--- src/rtl/pswal_pkg.sv ---
package pswal_pkg;
  parameter int unsigned A_W = 7;
  parameter int unsigned N_W = 11;

  typedef struct packed {
    logic [A_W-1:0] a;
    logic [N_W-1:0] n;
    logic           sel;
  } pswal_cfg_t;
endpackage

--- src/rtl/pswal_rst_sync.sv ---
module pswal_rst_sync #(
  parameter int unsigned STAGES = 2
) (
  input  logic clk,
  input  logic rst_n,
  output logic rst_sync_n
);
  logic [STAGES-1:0] chain_q;
  logic [STAGES-1:0] chain_d;

  always_comb begin
    chain_d = {chain_q[STAGES-2:0], 1'b1};
  end

  always_ff @(posedge clk or negedge rst_n) begin
    if (!rst_n) chain_q <= '0;
    else        chain_q <= chain_d;
  end

  assign rst_sync_n = chain_q[STAGES-1];
endmodule

--- src/rtl/pswal_cfg_latch.sv ---
module pswal_cfg_latch
  import pswal_pkg::*;
#(
  parameter int unsigned N_MIN = 16
) (
  input  logic           clk,
  input  logic           rst_n,
  input  logic           load,
  input  logic [A_W-1:0] a_i,
  input  logic [N_W-1:0] n_i,
  input  logic           sel_i,
  output logic [A_W-1:0] a_eff,
  output logic [N_W-1:0] n_eff,
  output logic           sel_q,
  output logic           err_q
);
  localparam logic [N_W-1:0] NMIN_V = N_W'(N_MIN);

  pswal_cfg_t cfg_q, cfg_d;
  logic       err_d;
  logic       n_low, a_high;

  // Clamp the incoming setting to its legal range.
  always_comb begin
    n_low  = (n_i < NMIN_V);
    n_eff  = n_low ? NMIN_V : n_i;
    a_high = (N_W'(a_i) > n_eff);
    a_eff  = a_high ? n_eff[A_W-1:0] : a_i;
  end

  // Next-state: capture only on a boundary; the error flag is sticky.
  always_comb begin
    cfg_d = cfg_q;
    err_d = err_q;
    if (load) begin
      cfg_d.a   = a_eff;
      cfg_d.n   = n_eff;
      cfg_d.sel = sel_i;
      err_d     = err_q | n_low | a_high;
    end
  end

  always_ff @(posedge clk or negedge rst_n) begin
    if (!rst_n) begin
      cfg_q <= '0;
      err_q <= 1'b0;
    end else begin
      cfg_q <= cfg_d;
      err_q <= err_d;
    end
  end

  assign sel_q = cfg_q.sel;
endmodule

--- src/rtl/pswal_prescaler.sv ---
module pswal_prescaler #(
  parameter int unsigned P_LO = 64,
  parameter int unsigned P_HI = 128
) (
  input  logic clk,
  input  logic rst_n,
  input  logic en,
  input  logic sel,
  input  logic mc,
  output logic tick
);
  localparam int unsigned PC_W = $clog2(P_HI + 1);

  logic [PC_W-1:0] cnt_q, cnt_d;
  logic [PC_W-1:0] base;
  logic [PC_W-1:0] last;

  // Terminal count: base-1 for ratio P, base for ratio P+1.
  always_comb begin
    base = sel ? PC_W'(P_HI) : PC_W'(P_LO);
    last = mc ? base : base - 1'b1;
    tick = en && (cnt_q == last);
  end

  always_comb begin
    cnt_d = cnt_q;
    if (en) cnt_d = tick ? '0 : cnt_q + 1'b1;
  end

  always_ff @(posedge clk or negedge rst_n) begin
    if (!rst_n) cnt_q <= '0;
    else        cnt_q <= cnt_d;
  end
endmodule

--- src/rtl/pswal_counters.sv ---
module pswal_counters
  import pswal_pkg::*;
(
  input  logic           clk,
  input  logic           rst_n,
  input  logic           load,
  input  logic           tick,
  input  logic [A_W-1:0] a_ld,
  input  logic [N_W-1:0] n_ld,
  output logic           mc,
  output logic           term
);
  logic [N_W-1:0] main_q, main_d;
  logic [A_W-1:0] swal_q, swal_d;

  always_comb begin
    main_d = main_q;
    swal_d = swal_q;
    if (load) begin
      main_d = n_ld;
      swal_d = a_ld;
    end else if (tick) begin
      main_d = main_q - 1'b1;
      if (swal_q != '0) swal_d = swal_q - 1'b1;
    end
  end

  always_ff @(posedge clk or negedge rst_n) begin
    if (!rst_n) begin
      main_q <= '0;
      swal_q <= '0;
    end else begin
      main_q <= main_d;
      swal_q <= swal_d;
    end
  end

  assign mc   = (swal_q != '0);
  assign term = (main_q == N_W'(1));
endmodule

--- src/rtl/pswal_divider.sv ---
module pswal_divider
  import pswal_pkg::*;
#(
  parameter int unsigned P_LO  = 64,
  parameter int unsigned P_HI  = 128,
  parameter int unsigned N_MIN = 16
) (
  input  logic           clk_in,
  input  logic           rst_n,
  input  logic [A_W-1:0] swal_a,
  input  logic [N_W-1:0] main_n,
  input  logic           p_sel,
  output logic           fp,
  output logic           mod_ctl,
  output logic           cfg_err
);
  logic           rst_sync_n;
  logic           armed_q, armed_d;
  logic           fp_q, fp_d;
  logic           tick, term, load, boundary;
  logic [A_W-1:0] a_eff;
  logic [N_W-1:0] n_eff;
  logic           sel_q;

  pswal_rst_sync #(.STAGES(2)) u_rst (
    .clk(clk_in), .rst_n(rst_n), .rst_sync_n(rst_sync_n)
  );

  pswal_cfg_latch #(.N_MIN(N_MIN)) u_cfg (
    .clk(clk_in), .rst_n(rst_sync_n), .load(load),
    .a_i(swal_a), .n_i(main_n), .sel_i(p_sel),
    .a_eff(a_eff), .n_eff(n_eff), .sel_q(sel_q), .err_q(cfg_err)
  );

  pswal_prescaler #(.P_LO(P_LO), .P_HI(P_HI)) u_pre (
    .clk(clk_in), .rst_n(rst_sync_n), .en(armed_q),
    .sel(sel_q), .mc(mod_ctl), .tick(tick)
  );

  pswal_counters u_cnt (
    .clk(clk_in), .rst_n(rst_sync_n), .load(load), .tick(tick),
    .a_ld(a_eff), .n_ld(n_eff), .mc(mod_ctl), .term(term)
  );

  // The first cycle out of reset loads the setting, and every later
  // boundary reloads it.
  always_comb begin
    boundary = tick && term;
    load     = !armed_q || boundary;
    armed_d  = 1'b1;
    fp_d     = boundary;
  end

  always_ff @(posedge clk_in or negedge rst_sync_n) begin
    if (!rst_sync_n) begin
      armed_q <= 1'b0;
      fp_q    <= 1'b0;
    end else begin
      armed_q <= armed_d;
      fp_q    <= fp_d;
    end
  end

  assign fp = fp_q;
endmodule

--- config.mk ---
export PLATFORM = sky130hd
export DESIGN_NAME = pswal_divider
export DESIGN_NICKNAME = d
export VERILOG_FILES = /design/src/rtl/pswal_pkg.sv /design/src/rtl/pswal_rst_sync.sv /design/src/rtl/pswal_cfg_latch.sv /design/src/rtl/pswal_prescaler.sv /design/src/rtl/pswal_counters.sv /design/src/rtl/pswal_divider.sv
export SDC_FILE = /design/constraint.sdc
export NUM_CORES = 1
export LEC_CHECK = 0
export ABC_AREA = 1
export ABC_CLOCK_PERIOD_IN_PS = 1500
export BUFFER_PORTS_ARGS = -buffer_cell sky130_fd_sc_hd__buf_2
export CAP_MARGIN = 20
export CORE_MARGIN = 4
export CORE_UTILIZATION = 55
export CTS_BUF_LIST = sky130_fd_sc_hd__clkbuf_8
export DETAILED_ROUTE_END_ITERATION = 10
export HOLD_SLACK_MARGIN = 0.02
export PLACE_DENSITY = 0.75
export SETUP_SLACK_MARGIN = 0.02
export SYNTH_ARGS = -nofsm -noshare
export SYNTH_HDL_FRONTEND = slang
export SYNTH_SLANG_ARGS = --single-unit
export TNS_END_PERCENT = 1
--- constraint.sdc ---
create_clock -name clk_in -period 1.5 [get_ports clk_in]
set_input_delay 0.15 -clock clk_in [delete_from_list [all_inputs] [get_ports clk_in]]
set_output_delay 0.15 -clock clk_in [all_outputs]
set_load 0.01 [all_outputs]
==> out/metrics.csv, run 1 <==
stage;metric;value;unit
cells_and_area;layout.cell_area.non_filler;3430;um^2
clocking;clock-root-buffer;sky130_fd_sc_hd__clkbuf_8;
worst_setup_path;critical_path_buf_inv_count;3;
clocking;cts.clk_slew.worst_paths;0.07;ns
drt;via_per_inst;5.22;
yosys;syn-instance-count;339;
sta;layout_setup_ws;-0.742;ns
placed_design;post_dp_cell_area;3070;um^2
sta;timing.hold.ws;0.0988;ns
worst_hold_path;hold-path-endpoint;u_cfg.sel_q$_DFFE_PN0P_;
yosys;ys.warnings.count;0;
floorplanning;num_io_pins;24;
placed_design;gp_routability_congestion;0.896;
yosys;netlist.top_cell.by_area;sky130_fd_sc_hd__dfrtp_1;
clocking;cts-buffers-inserted;5;
placed_design;io_buffers;23;
worst_setup_path;r2r_cells;15;
floorplanning;die_height;74.7;um
yosys;synth.lib_cells_used.distinct;33;
sta;setup_repair_after_global_routing_missed_its_margin;true;
cells_and_area;antenna-diode-count;0;
worst_setup_path;startpoint_type;flop;
worst_hold_path;hold_path.startpoint;p_sel;
worst_setup_path;rr_endpoint;u_cnt.swal_q[1]$_DFFE_PN0P_;
cells_and_area;final_util;0.792;
cells_and_area;layout.cells.most_common_list;sky130_fd_sc_hd__nand2_1, sky130_fd_sc_hd__buf_4, sky130_fd_sc_hd__inv_1;
cells_and_area;finish.net_count;467;
sta;final-max-slew-violation-count;0;
worst_setup_path;timing.critical_path.arrival;2.43;ns
worst_setup_path;critical_path.most_common_cell;sky130_fd_sc_hd__nand2_1;
global_route;grt-ovfl-total;0;
sta;achievable-frequency;446;MHz
worst_setup_path;critical_path.max_fanout;7;
sta;post-route-min-period;2.24;ns
floorplanning;initial_core_util;0.566;
global_route;grt_max_degree;31;
cells_and_area;fillCellCount;302;
sta;skew;0.00189;ns
worst_setup_path;worst_setup_startpoint;u_cnt.swal_q[0]$_DFFE_PN0P_;
drt;routed_wire_length_per_instance;14.4;um
sta;setup_tns;-18.05;ns
yosys;mappedNetlistArea;2450;um^2
worst_setup_path;timing.critical_path.cells;inv_2 > ha_4 > inv_2 > nor2_4 > nand3_4 > ha_4 > nand2_1 > nand3_2 > nor2_4 > nand4_4 > buf_8 > nand3b_1 > nand2_1 > nand2_1 > nand2_1;
drt;ant_nets;0;
worst_setup_path;end_kind;flop;
flow_run;number_of_maximum_capacitance_violations;0;
pwr;p_per_area;1240;nW/um^2
cells_and_area;drive_above_1_share;0.368;
floorplanning;floorplan.die_area;5580;um^2
drt;drc;0;
worst_setup_path;crit_path_top_delay_cell;sky130_fd_sc_hd__dfrtp_1;
cells_and_area;mostFrequentLayoutCell;sky130_fd_sc_hd__nand2_1;
floorplanning;placeable_core_region;4320;um^2
clocking;tritoncts;yes;
worst_hold_path;hold_class;in2reg;
placed_design;post-dp-hpwl;4520;um
yosys;yosys.area.top_type_share;0.327;
drt;dr.pass1.iters;4;
drt;via_count;2541;
global_route;grt.total_usage;0.252;
clocking;insertion_delay;0.29;ns
worst_setup_path;crit_cells;15;
sta;report.final.setup_viol;28;
floorplanning;rows;24;
sta;period_share;1.49;
cells_and_area;syn_to_final_growth;39.9;%
yosys;synth.top_cells.by_area;sky130_fd_sc_hd__dfrtp_1, sky130_fd_sc_hd__nand2_1, sky130_fd_sc_hd__nand3_1;
drt;wirelength;7010;um
worst_setup_path;regToRegStartpoint;u_cnt.swal_q[0]$_DFFE_PN0P_;
worst_setup_path;setup.reg_to_reg.worst_slack;-0.74;ns
pwr;peakVddDrop;0.639;mV
worst_setup_path;path_class;reg2reg;
status;run_status;finished with violations;
sta;final-hold-violation-count;0;
global_route;grt_first_pass_wirelength;11000;um
drt;drt-initial-drc-count;157;
yosys;postSynthRegisterBits;32;
global_route;grt_pass1_vias;2515;
pwr;leakage;1.85;nW
worst_setup_path;crit_family;simple AND/OR/NAND/NOR gates;
pwr;post-layout-total-power;4.25;mW
worst_setup_path;timing.critical_path.required;1.69;ns
global_route;antenna_found_initial;0;
clocking;cts_htree_levels;2;
floorplanning;chipWidth;74.7;um
worst_hold_path;holdPathStages;3;
yosys;synth.yosys.seq_area_share;0.327;
clocking;clk_path_buf_depth;2;
status;failing_checks;negative setup slack;
clocking;tritoncts_num_sinks;32;
worst_setup_path;crit_path_max_incr_delay;0.39;ns
yosys;post_synth.cell_area_avg;7.22;um^2
## sequential cells by signal, indices dropped and copies added, names as in the netlist
register / flops
u_cnt.main_q: 11
armed_q: 1
u_rst.chain_q: 2
fp: 1
u_cfg.err_q: 1
u_pre.cnt_q: 8
u_cfg.sel_q: 1
u_cnt.swal_q: 7
## cells in the mapped netlist, drive strengths merged
| master | count |
|---|---|
| nand2 | 112 |
| nand3 | 48 |
| inv | 46 |
| nor2 | 35 |
| dfrtp | 32 |
| ha | 12 |
| o21ai | 12 |
| xor2 | 9 |
| a21oi | 8 |
| buf | 7 |
| nand3b | 4 |
| nand4 | 4 |
| xnor2 | 3 |
| a21o | 2 |
| nor3 | 2 |
| a22o | 1 |
| conb | 1 |
| o31ai | 1 |
## tightest hold or removal path: stages
cell and delay [ns]:
sky130_fd_sc_hd__buf_2 0.09, sky130_fd_sc_hd__nand2_1 0.06, sky130_fd_sc_hd__nand2_1 0.06
## cell families after synthesis
logic type / share of synthesized area
AND/OR/NAND/NOR: 0.409
AO/OA/AOI/OAI: 0.0598
XOR/XNOR: 0.0429
adder cells (fa/ha/maj): 0.0613
flip-flops: 0.327
other: 0.00153
buffers and inverters: 0.0981
## timing repair
action | 4_1_cts | 5_1_grt
pin swaps | 11 | 10
hold buffers | 1 | 0
gates resized for setup | 9 | 23
setup endpoints to repair | 28 | 28
gates cloned | 1 | 1
hold endpoints to repair | 2 | 0
buffers inserted | 6 | 4
## how the worst max path moves through the flow
stage,to
final,u_cnt.swal_q[1]$_DFFE_PN0P_
after global routing,u_cnt.swal_q[4]$_DFFE_PN0P_
after CTS,u_cnt.main_q[9]$_DFFE_PN0P_
after detailed placement,u_cnt.swal_q[1]$_DFFE_PN0P_
after global placement,u_cnt.main_q[9]$_DFFE_PN0P_
after floorplan,u_cnt.main_q[0]$_DFFE_PN0P_
## power by group
group	switching [mW]	internal, mW
sequential	0.199	1.10
clock	0.361	0.487
combinational	1.10	1.01
total	1.66	2.59
## cell type report
| cell class | instances | area [um^2] | area share |
|---|---|---|---|
| Clock inverter | 3 | 38.8 | 0.0113 |
| Inverter | 46 | 178 | 0.0519 |
| Timing Repair Buffer | 94 | 744 | 0.217 |
| Sequential cell | 32 | 801 | 0.234 |
| Tap cell | 52 | 65.1 | 0.0190 |
| Clock buffer | 5 | 68.8 | 0.0201 |
| Multi-Input combinational cell | 255 | 1530 | 0.447 |
## metal layers
metal / GRT usage / wire length (um) / part of all wire / vias to the layer above
met2: 0.445 / 3620 / 0.52 / 80
li1: - / - / - / 1266
met5: 0 / 0 / 0 / -
met1: 0.318 / 2960 / 0.42 / 1181
met4: 0.0672 / 103 / 0.015 / 0
met3: 0.0414 / 321 / 0.046 / 14
## through the flow
step	std cells	setup slack (ns)
finish	487	-0.742
global route	487	-0.859
CTS	483	-0.654
detailed placement	467	-0.656
global placement	467	-0.611
floorplan	340	-0.644
Power figures use the tool's default switching activity.
==> run 2, diff against run 1 <==
Settings changed: HOLD_SLACK_MARGIN 0.02 to 0.1, PLACE_DENSITY 0.75 to 0.81.
==> run 2 against run 1 <==
The flow still finishes with violations (negative setup slack). Sequential share of layout area up 1.4 points. Combinational power decreased by 12%. Register-to-register slack better by 0.08 ns. Routed wire length decreased by 12%. Critical path depth increased by 1. Final cell count is 1.8% lower. Setup slack better by 0.080 ns. Clock power shrank 0.5%. Design area fell by 5.6%. Non-clock buffer count is 9 lower. Die area unchanged. Worst hold slack better by 0.071 ns. Highest routed layer unchanged.
==> out/metrics.csv, run 2 (synthesis results as in run 1) <==
stage;metric;value;unit
worst_setup_path;crit_path_top_delay_cell;sky130_fd_sc_hd__dfrtp_1;
global_route;antenna_found_initial;0;
floorplanning;chipWidth;74.7;um
pwr;post-layout-total-power;3.98;mW
global_route;grt-ovfl-total;0;
cells_and_area;drive_above_1_share;0.312;
global_route;grt.total_usage;0.237;
drt;ant_nets;0;
pwr;cellInternalPower;2.45;mW
pwr;total_switching_power;1.53;mW
global_route;grt_max_degree;31;
worst_setup_path;timing.critical_path.cells;inv_2 > ha_4 > inv_2 > nor2_4 > nand3_4 > ha_4 > inv_1 > nand2_1 > nand3_2 > nor2_4 > nand4_4 > buf_6 > nand3_1 > nand2_1 > nand2_1 > nand2_1;
floorplanning;rows;24;
sta;period_share;1.44;
sta;achievable-frequency;462;MHz
worst_setup_path;end_kind;flop;
pwr;p_per_area;1230;nW/um^2
global_route;grt_first_pass_wirelength;10200;um
worst_setup_path;crit_family;simple AND/OR/NAND/NOR gates;
worst_hold_path;hold_class;in2async;
worst_setup_path;crit_path_max_incr_delay;0.39;ns
drt;routed_wire_length_per_instance;12.9;um
drt;wirelength;6190;um
worst_setup_path;timing.critical_path.arrival;2.35;ns
flow_run;number_of_maximum_capacitance_violations;0;
status;failing_checks;negative setup slack;
pwr;combinationalPowerShare;0.462;
sta;report.final.setup_viol;28;
worst_setup_path;critical_path.max_fanout;14;
clocking;cts-buffers-inserted;5;
floorplanning;initial_core_util;0.566;
global_route;grt_pass1_vias;2328;
worst_setup_path;critical_path.most_common_cell;sky130_fd_sc_hd__nand2_1;
cells_and_area;mostFrequentLayoutCell;sky130_fd_sc_hd__nand2_1;
floorplanning;placeable_core_region;4320;um^2
pwr;share_seq_of_total_power;0.326;
cells_and_area;antenna-diode-count;0;
sta;final-hold-violation-count;0;
cells_and_area;fillCellCount;289;
cells_and_area;layout.cells.most_common_list;sky130_fd_sc_hd__nand2_1, sky130_fd_sc_hd__buf_4, sky130_fd_sc_hd__inv_1;
sta;final-max-slew-violation-count;0;
sta;setup_tns;-15.36;ns
status;run_status;finished with violations;
placed_design;dp_worst_setup_slack;-0.675;ns
pwr;leakage;1.76;nW
cells_and_area;final-instance-count-excl-fill;478;
drt;drc;0;
floorplanning;die_height;74.7;um
worst_setup_path;timing.critical_path.required;1.68;ns
drt;dr.pass1.iters;5;
placed_design;io_buffers;23;
sta;setup_repair_after_global_routing_missed_its_margin;true;
clocking;clock-root-buffer;sky130_fd_sc_hd__clkbuf_8;
cells_and_area;top_registers;u_cnt.main_q: 11 flops, u_pre.cnt_q: 8 flops, u_cnt.swal_q: 7 flops;
worst_setup_path;startpoint_type;flop;
floorplanning;num_io_pins;24;
drt;drt-initial-drc-count;154;
drt;via_count;2455;
drt;via_per_inst;5.14;
cells_and_area;flip_flop_count_of_the_largest_register_all_copies_and_words_added;11;
pwr;peakVddDrop;0.933;mV
clocking;clk_path_buf_depth;2;
clocking;insertion_delay;0.29;ns
cells_and_area;syn_to_final_growth;32.1;%
floorplanning;floorplan.die_area;5580;um^2
clocking;tritoncts;yes;
cells_and_area;layout.cell_area.non_filler;3230;um^2
cells_and_area;finish.net_count;458;
clocking;cts_htree_levels;2;
placed_design;gp_routability_congestion;0.963;
placed_design;post-dp-hpwl;4550;um
clocking;cts.clk_slew.worst_paths;0.08;ns
sta;post-route-min-period;2.16;ns
cells_and_area;regMostFlops;u_cnt.main_q;
placed_design;placed_cells;467;
pwr;power.switching_fraction;0.384;
placed_design;post_dp_cell_area;3050;um^2
worst_setup_path;path_class;reg2reg;
clocking;tritoncts_num_sinks;32;
sta;skew;0.00752;ns
sta;layout_setup_ws;-0.662;ns
pwr;power.share.clock;0.212;
worst_setup_path;critical_path_buf_inv_count;4;
## run 2: worst reg2reg max path, stage by stage (launching register included)
cell                      delay [ns]
sky130_fd_sc_hd__dfrtp_1        0.39
sky130_fd_sc_hd__inv_2          0.08
sky130_fd_sc_hd__ha_4           0.13
sky130_fd_sc_hd__inv_2          0.04
sky130_fd_sc_hd__nor2_4         0.11
sky130_fd_sc_hd__nand3_4        0.08
sky130_fd_sc_hd__ha_4           0.27
sky130_fd_sc_hd__inv_1          0.03
sky130_fd_sc_hd__nand2_1        0.06
sky130_fd_sc_hd__nand3_2        0.08
sky130_fd_sc_hd__nor2_4         0.12
sky130_fd_sc_hd__nand4_4        0.17
sky130_fd_sc_hd__buf_6          0.22
sky130_fd_sc_hd__nand3_1        0.10
sky130_fd_sc_hd__nand2_1        0.06
sky130_fd_sc_hd__nand2_1        0.07
sky130_fd_sc_hd__nand2_1        0.05
## run 2: metal layers
metal	share of wire	GRT usage	vias to the layer above	wire length, um
met5	0	0	-	0
met4	0.024	0.115	0	146
met3	0.051	0.0467	14	315
met2	0.50	0.396	93	3090
met1	0.43	0.293	1105	2640
li1	-	-	1243	-
## run 2: final timing paths
check / from / slack [ns] / cells after the start / endpoint
worst max-delay path: u_cnt.swal_q[0]$_DFFE_PN0P_ / -0.66 / 16 / u_cnt.swal_q[5]$_DFFE_PN0P_
worst min-delay path: rst_n / 0.17 / 2 / u_rst.chain_q[0]$_DFF_PN0_
worst max register to register: u_cnt.swal_q[0]$_DFFE_PN0P_ / -0.66 / 16 / u_cnt.swal_q[5]$_DFFE_PN0P_
worst min register to register: u_rst.chain_q[1]$_DFF_PN0_ / 0.28 / 1 / u_cnt.main_q[8]$_DFFE_PN0P_
max in group asynchronous: u_rst.chain_q[1]$_DFF_PN0_ / 0.91 / 1 / u_cnt.swal_q[1]$_DFFE_PN0P_
min in group clk_in: main_n[10] / 0.19 / 5 / u_cnt.main_q[10]$_DFFE_PN0P_
## run 2: stage by stage
| step | util | hold WS, ns |
|---|---|---|
| 3_3_place_gp | 0.706 | -0.0657 |
| 6_report | 0.748 | 0.169 |
| 5_1_grt | 0.748 | 0.172 |
| 3_5_place_dp | 0.706 | -0.0643 |
| 4_1_cts | 0.743 | 0.157 |
| 2_1_floorplan | - | -0.146 |
## run 2: power by group through the flow
stage | Sequential, mW | Clock, mW | Combinational, mW
finish | 1.30 | 0.844 | 1.84
CTS | 1.29 | 0.850 | 1.81
floorplan | 1.34 | 0 | 1.07
detailed placement | 1.30 | 0 | 1.78
global placement | 1.29 | 0 | 1.72
global route | 1.32 | 0.895 | 2.03
## run 2: area by class of cell
class / count / area [um^2] / share of cell area
Clock buffer: 5 / 68.8 / 0.0213
Clock inverter: 3 / 42.5 / 0.0132
Inverter: 46 / 178 / 0.0549
Multi-Input combinational cell: 255 / 1470 / 0.456
Sequential cell: 32 / 801 / 0.248
Tap cell: 52 / 65.1 / 0.0201
Timing Repair Buffer: 85 / 606 / 0.187
## run 2: what timing repair did
item,CTS,global route
buffers inserted,0,1
hold buffers,2,0
endpoints found under the hold margin,3,0
setup endpoints to repair,28,28
resized for setup,5,4
pin swaps,2,1
